===== config.mk =====
export PLATFORM = sky130hd
export DESIGN_NAME = lru_repl_unit
export DESIGN_NICKNAME = d
export VERILOG_FILES = /design/src/rtl/lru_pkg.sv /design/src/rtl/lru_cfg.sv /design/src/rtl/lru_victim.sv /design/src/rtl/lru_next.sv /design/src/rtl/lru_repl_unit.sv
export SDC_FILE = /design/constraint.sdc
export NUM_CORES = 1
export LEC_CHECK = 0
export BUFFER_PORTS_ARGS = -buffer_cell sky130_fd_sc_hd__clkbuf_2
export CAP_MARGIN = 5
export CORE_AREA = 2 2 100 102
export CTS_CLUSTER_DIAMETER = 30
export CTS_CLUSTER_SIZE = 14
export DETAILED_ROUTE_END_ITERATION = 10
export DIE_AREA = 0 0 102 104
export PLACE_DENSITY_LB_ADDON = 0.08
export RECOVER_POWER = 25
export SYNTH_ARGS = -nofsm -noshare
export SYNTH_HDL_FRONTEND = slang
export SYNTH_SLANG_ARGS = --single-unit

===== constraint.sdc =====
create_clock -name clk -period 6.2 [get_ports clk]
set_input_delay 0.31 -clock clk [delete_from_list [all_inputs] [get_ports clk]]
set_output_delay 0.31 -clock clk [all_outputs]
set_load 0.05 [all_outputs]

===== src/rtl/lru_pkg.sv =====
`timescale 1ns/1ps
package lru_pkg;

    // Operation decoded from the strobes for the current cycle
    typedef enum logic [1:0] {
        OP_NONE = 2'd0,
        OP_HIT  = 2'd1,
        OP_FILL = 2'd2,
        OP_INV  = 2'd3
    } lru_op_e;

endpackage


===== src/rtl/lru_cfg.sv =====
`timescale 1ns/1ps
// Holds the highest counter value (usage states minus one).
module lru_cfg #(
    parameter int CNT_W      = 2,
    parameter int DEF_STATES = 4
) (
    input  logic             clk,
    input  logic             rst_n,
    input  logic             cfg_wr,
    input  logic [CNT_W:0]   cfg_states,
    input  logic             busy,
    output logic [CNT_W-1:0] top_o
);
    localparam int MAX_STATES = 1 << CNT_W;
    localparam logic [CNT_W-1:0] DEF_TOP = CNT_W'(DEF_STATES - 1);

    logic             take;
    logic [CNT_W-1:0] top_q;

    always_comb begin
        take = cfg_wr && !busy
            && (int'(cfg_states) >= 2)
            && (int'(cfg_states) <= MAX_STATES);
    end

    always_ff @(posedge clk or negedge rst_n) begin
        if (!rst_n) begin
            top_q <= DEF_TOP;
        end else if (take) begin
            top_q <= CNT_W'(cfg_states - 1'b1);
        end
    end

    assign top_o = top_q;

endmodule


===== src/rtl/lru_victim.sv =====
`timescale 1ns/1ps
// Smallest-counter search; only strictly smaller values replace the candidate.
module lru_victim #(
    parameter int NUM_WAYS = 4,
    parameter int CNT_W    = 2,
    parameter int WAY_W    = 2
) (
    input  logic [NUM_WAYS*CNT_W-1:0] row_i,
    input  logic [CNT_W-1:0]          top_i,
    output logic [WAY_W-1:0]          victim_o
);
    logic [CNT_W-1:0] best;

    always_comb begin
        best     = top_i;
        victim_o = '0;
        for (int w = 0; w < NUM_WAYS; w++) begin
            if (row_i[w*CNT_W +: CNT_W] < best) begin
                best     = row_i[w*CNT_W +: CNT_W];
                victim_o = WAY_W'(w);
            end
        end
    end

endmodule


===== src/rtl/lru_next.sv =====
`timescale 1ns/1ps
// Next-value logic for one set's row of counters.
module lru_next
    import lru_pkg::*;
#(
    parameter int NUM_WAYS = 4,
    parameter int CNT_W    = 2,
    parameter int WAY_W    = 2
) (
    input  lru_op_e                   op_i,
    input  logic [NUM_WAYS*CNT_W-1:0] row_i,
    input  logic [WAY_W-1:0]          hit_way_i,
    input  logic [WAY_W-1:0]          fill_way_i,
    input  logic [WAY_W-1:0]          inv_way_i,
    input  logic [CNT_W-1:0]          top_i,
    output logic [NUM_WAYS*CNT_W-1:0] row_o
);
    logic [CNT_W-1:0] ref_cnt;

    always_comb begin
        row_o   = row_i;
        ref_cnt = row_i[hit_way_i*CNT_W +: CNT_W];
        unique case (op_i)
            OP_HIT: begin
                for (int w = 0; w < NUM_WAYS; w++) begin
                    if ((w != int'(hit_way_i)) && (row_i[w*CNT_W +: CNT_W] > ref_cnt)) begin
                        row_o[w*CNT_W +: CNT_W] = row_i[w*CNT_W +: CNT_W] - 1'b1;
                    end
                end
                row_o[hit_way_i*CNT_W +: CNT_W] = top_i;
            end
            OP_FILL: begin
                for (int w = 0; w < NUM_WAYS; w++) begin
                    if (row_i[w*CNT_W +: CNT_W] != '0) begin
                        row_o[w*CNT_W +: CNT_W] = row_i[w*CNT_W +: CNT_W] - 1'b1;
                    end
                end
                row_o[fill_way_i*CNT_W +: CNT_W] = top_i;
            end
            OP_INV: begin
                row_o[inv_way_i*CNT_W +: CNT_W] = '0;
            end
            OP_NONE: begin
                row_o = row_i;
            end
            default: begin
                row_o = row_i;
            end
        endcase
    end

endmodule


===== src/rtl/lru_repl_unit.sv =====
`timescale 1ns/1ps
// Counter-based approximate-LRU replacement unit.
module lru_repl_unit
    import lru_pkg::*;
#(
    parameter int NUM_SETS   = 8,
    parameter int NUM_WAYS   = 4,
    parameter int CNT_W      = 2,
    parameter int DEF_STATES = 4
) (
    input  logic                         clk,
    input  logic                         rst_n,
    input  logic [$clog2(NUM_SETS)-1:0]  set_idx,
    input  logic                         hit_vld,
    input  logic [$clog2(NUM_WAYS)-1:0]  hit_way,
    input  logic                         fill_vld,
    input  logic                         inv_vld,
    input  logic [$clog2(NUM_WAYS)-1:0]  inv_way,
    input  logic                         cfg_wr,
    input  logic [CNT_W:0]               cfg_states,
    output logic [$clog2(NUM_WAYS)-1:0]  victim_way
);
    localparam int SET_W  = $clog2(NUM_SETS);
    localparam int WAY_W  = $clog2(NUM_WAYS);
    localparam int ROW_W  = NUM_WAYS * CNT_W;
    localparam int FLAT_W = NUM_SETS * ROW_W;

    lru_op_e          op;
    logic [CNT_W-1:0] top_val;
    logic [ROW_W-1:0] row_q [NUM_SETS];
    logic [ROW_W-1:0] row_rd;
    logic [ROW_W-1:0] row_nxt;
    logic [FLAT_W-1:0] cnt_flat;

    // Strobe decode: the strobes are exclusive, priority only resolves misuse
    always_comb begin
        if (hit_vld)       op = OP_HIT;
        else if (fill_vld) op = OP_FILL;
        else if (inv_vld)  op = OP_INV;
        else               op = OP_NONE;
    end

    lru_cfg #(
        .CNT_W      (CNT_W),
        .DEF_STATES (DEF_STATES)
    ) u_cfg (
        .clk        (clk),
        .rst_n      (rst_n),
        .cfg_wr     (cfg_wr),
        .cfg_states (cfg_states),
        .busy       (op != OP_NONE),
        .top_o      (top_val)
    );

    assign row_rd = row_q[set_idx];

    lru_victim #(
        .NUM_WAYS (NUM_WAYS),
        .CNT_W    (CNT_W),
        .WAY_W    (WAY_W)
    ) u_victim (
        .row_i    (row_rd),
        .top_i    (top_val),
        .victim_o (victim_way)
    );

    lru_next #(
        .NUM_WAYS (NUM_WAYS),
        .CNT_W    (CNT_W),
        .WAY_W    (WAY_W)
    ) u_next (
        .op_i       (op),
        .row_i      (row_rd),
        .hit_way_i  (hit_way),
        .fill_way_i (victim_way),
        .inv_way_i  (inv_way),
        .top_i      (top_val),
        .row_o      (row_nxt)
    );

    // One row register per set, written only when its set is addressed
    for (genvar s = 0; s < NUM_SETS; s++) begin : g_set
        logic wr_en;
        assign wr_en = (op != OP_NONE) && (set_idx == SET_W'(s));

        always_ff @(posedge clk or negedge rst_n) begin
            if (!rst_n) begin
                row_q[s] <= '0;
            end else if (wr_en) begin
                row_q[s] <= row_nxt;
            end
        end

        assign cnt_flat[s*ROW_W +: ROW_W] = row_q[s];
    end

endmodule


==> metrics.md <==
| Metric | Value |
|---|---|
| Outcome | finished, violations left |
| Failing checks | max-capacitance violations, max-slew violations |
| Die width | 102 µm |
| Grt peak-use layer | met2 |
| Syn Nets | 510 |
| Util after Layout | 52.94% |
| Starting density of the core | 48.27% |
| Total number of vias | 3546 |
| Post CTS Setup Buffer Count | 0 |
| Post-synth EDFFs | 0 |
| DRC Markers | 0 |
| Worst Setup Slack post-DPL | 0.5066 ns |
| Most common cell in the synthesized netlist | nand2_1 |
| Worst-Margin Slew | 3.536 ns |
| Netlist cell types | 59 |
| Rows | 36 |
| # IOs | 18 |
| Hold_buf cts | 0 |
| Worst hold path type | input pin to flip-flop |
| Number of placed instances, taps included | 598 |
| Final setup violation count | 0 |
| Post-Route WL | 11.56 mm |
| Synth Flop Type | dfrtp_1 |
| Grt total ovfl | 0 |
| Area Growth Syn to Fin | 9.663% |
| GR Layer Usage met1 | 33.15% |
| Reg-to-reg endpoint | cnt_flat[50] |
| Synth Area in XOR/XNOR | 0.5700% |
| Core area | 0.009549 mm² |
| Worst-Skew Late Latency | 0.36 ns |
| Syn Inst Count | 457 |
| Htree depth | 3 |
| Reg area | 0.001654 mm² |
| Post-CTS resize count | 0 |
| Routing usage on met2 | 36.56% |
| Max-slew headroom | -135.7% |
| Power Density | 490.2 mW/mm² |
| Post-synthesis mux area share | 17.78% |
| Critical Path RT | 6.48 ns |
| CP endpoint kind | flip-flop |
| Synthesized area | 0.004609 mm² |
| Synth Register Bits | 66 |
| Gpl congestion | 0.9193 |
| Crit path top cell by count | ha_1 |
| Unrepaired setup endpoints after global routing | false |
| WP data arrival | 5.66 ns |
| Max FO, Critical Path | 14 |
| Critical-path top delay cell | mux4_2 |
| Die Y | 104 µm |
| Largest family of logic cells by synthesized area | multiplexers |
| Vias in the first global route | 3543 |
| Placed Area | 0.004832 mm² |
| Largest stage delay on the critical path | 0.57 ns |
| Worst hold path endpoint | u_cfg.top_o[0] |
| Clock sinks | 66 |
| Area of the multi-input gates | 0.002829 mm² |
| Hold Startpoint | cfg_states[0] |
| Overall power | 2.478 mW |
| Worst Skew | 0.01390 ns |
| Global-route wire length before repair | 19.02 mm |
| Post-DRT Antenna Nets | 0 |
| Root buffer cell | clkbuf_8 |
| Largest net degree at the start of global routing | 67 |
| Setup CP Type | input pin to flip-flop |
| Routed wire per std cell | 18.83 µm |
| Top cells by count, synth | 67 x nand2_1, 64 x dfrtp_1, 37 x ha_1 |
| Post-route cell area | 0.005055 mm² |
| Via density | 5.775 |
| Area leader, netlist | dfrtp_1 |
| Leak | 2.158 nW |
| WHS Path Cells | 2 |
| R2r worst-path depth | 19 |
| Share of layout cells above drive strength 1 | 21.62% |
| Min Tclk post-route | 5.377 ns |
| Post-synth ARST share | 100.0% |
| Number of iterations in the first detailed-routing pass | 5 |
| Clk pin slew, worst setup/hold paths | 0.08 ns |
| GRT Util Overall | 23.40% |
| Final-stage net count | 529 |
| Fillers | 887 |
| Yosys warnings | 0 |
| PnR worst setup slack | 0.8226 ns |
| Ant. Diodes | 0 |
| Area contributors post-synth | dfrtp_1 35%, ha_1 10%, mux2_2 7.6% |
| Worst VDD drop | 0.2596 mV |
| Max cap viols | 1 |
| Fmax | 186.0 MHz |
| M3 GR Usage | 4.772% |
| Reg2reg start | cnt_flat[17] |
| Synth Area in Adders | 10.04% |
| Mean Syn Cell Area | 10.09 µm² |
| Fin cells | 614 |
| Area share of the largest cell type after synthesis | 34.74% |
| CP Launch Type | input pin |
| Die Area | 0.01061 mm² |
| Initial antenna violation count | 0 |
| Setup TNS | 0 ns |
| Detailed placement HPWL | 8.542 mm |
| CTS tree | yes |
| Cts bufs inserted | 9 |
| Post-synthesis sequential area ratio | 35.88% |
| R2R Setup Slk | 0.90 ns |
| Final max-slew violation count | 67 |
| Tcrit/Tclk final | 86.73% |
| Post-Synth Simple-Gate Area | 16.69% |
| Synth Area in Compound Gates | 16.29% |
| Crit-path cells | clkbuf_2 -> mux4_2 -> mux2_2 -> ha_1 -> ha_1 -> inv_1 -> ha_1 -> nand2b_1 -> nand3b_1 -> a2111oi_0 -> a211oi_2 -> nand2_4 -> o21ai_0 -> ha_1 -> nor2_1 -> nand2_1 -> nor3_1 -> nand3_1 -> a31oi_1 -> mux2_2 |
| Port Buffers | 17 |
| Hold WS | 0.1254 ns |
| Max clock buf depth | 2 |
| Detailed Route Iter0 Violations | 179 |
| Hold Violations, Final | 0 |
## worst max-delay path, delay by kind of cell
kind,cells,cell delay (ns)
mux,3,1.23
buf+inv,2,0.45
compound gates,4,1.47
simple gates,7,1.12
fa+ha+maj,4,1.08
## how the worst max path moves through the flow
stage          startpoint      endpoint  slack, ns  depth (start not counted)
2_1_floorplan  set_idx[0]  cnt_flat[10]       0.86                         21
3_3_place_gp   set_idx[0]  cnt_flat[42]       0.80                         20
3_5_place_dp   set_idx[0]  cnt_flat[50]       0.51                         20
4_1_cts        set_idx[0]  cnt_flat[50]       0.85                         20
5_1_grt        set_idx[0]  cnt_flat[18]       0.39                         20
6_report       set_idx[0]  cnt_flat[50]       0.82                         20
## final cells by class
class                      count  share of cell area [%]
multi-input combinational    361                   55.97
tap                          133                   3.292
clock buffer                  11                   2.797
timing repair buffer          22                   2.351
clock inverter                 5                   1.683
sequential                    66                   32.72
inverter                      16                   1.188
## layout by cell type (no fill, tap or decap), types with 16 or more instances in the layout
master     n
clkbuf_2  16
dfrtp_1   64
ha_1      37
inv_1     16
mux2_2    31
nand2_1   67
nor2_1    30
o21ai_0   29
## registers in the layout (all words and copies together), names as in the netlist
name         cells
cnt_flat        64
u_cfg.top_o      2
## report_power, final
| part | total (mW) | internal, mW | switching [mW] |
|---|---|---|---|
| registers | 0.718 | 0.616 | 0.102 |
| logic | 1.33 | 0.537 | 0.796 |
| clock network | 0.427 | 0.240 | 0.187 |
| total | 2.48 | 1.39 | 1.09 |
## cells by family after synthesis
kind of cell / Yosys count
flip-flops: 66
adder cells (fa/ha/maj): 37
buffers and inverters: 30
AND/OR/NAND/NOR: 162
multiplexers: 60
AO/OA/AOI/OAI: 99
XOR/XNOR: 3
## layer usage
metal	wire (µm)	vias to the layer above
li1	-	1704
met1	5302	1729
met2	5423	95
met3	563	18
met4	273	0
met5	0	-
Note: power is estimated with default switching activity, not from simulation.
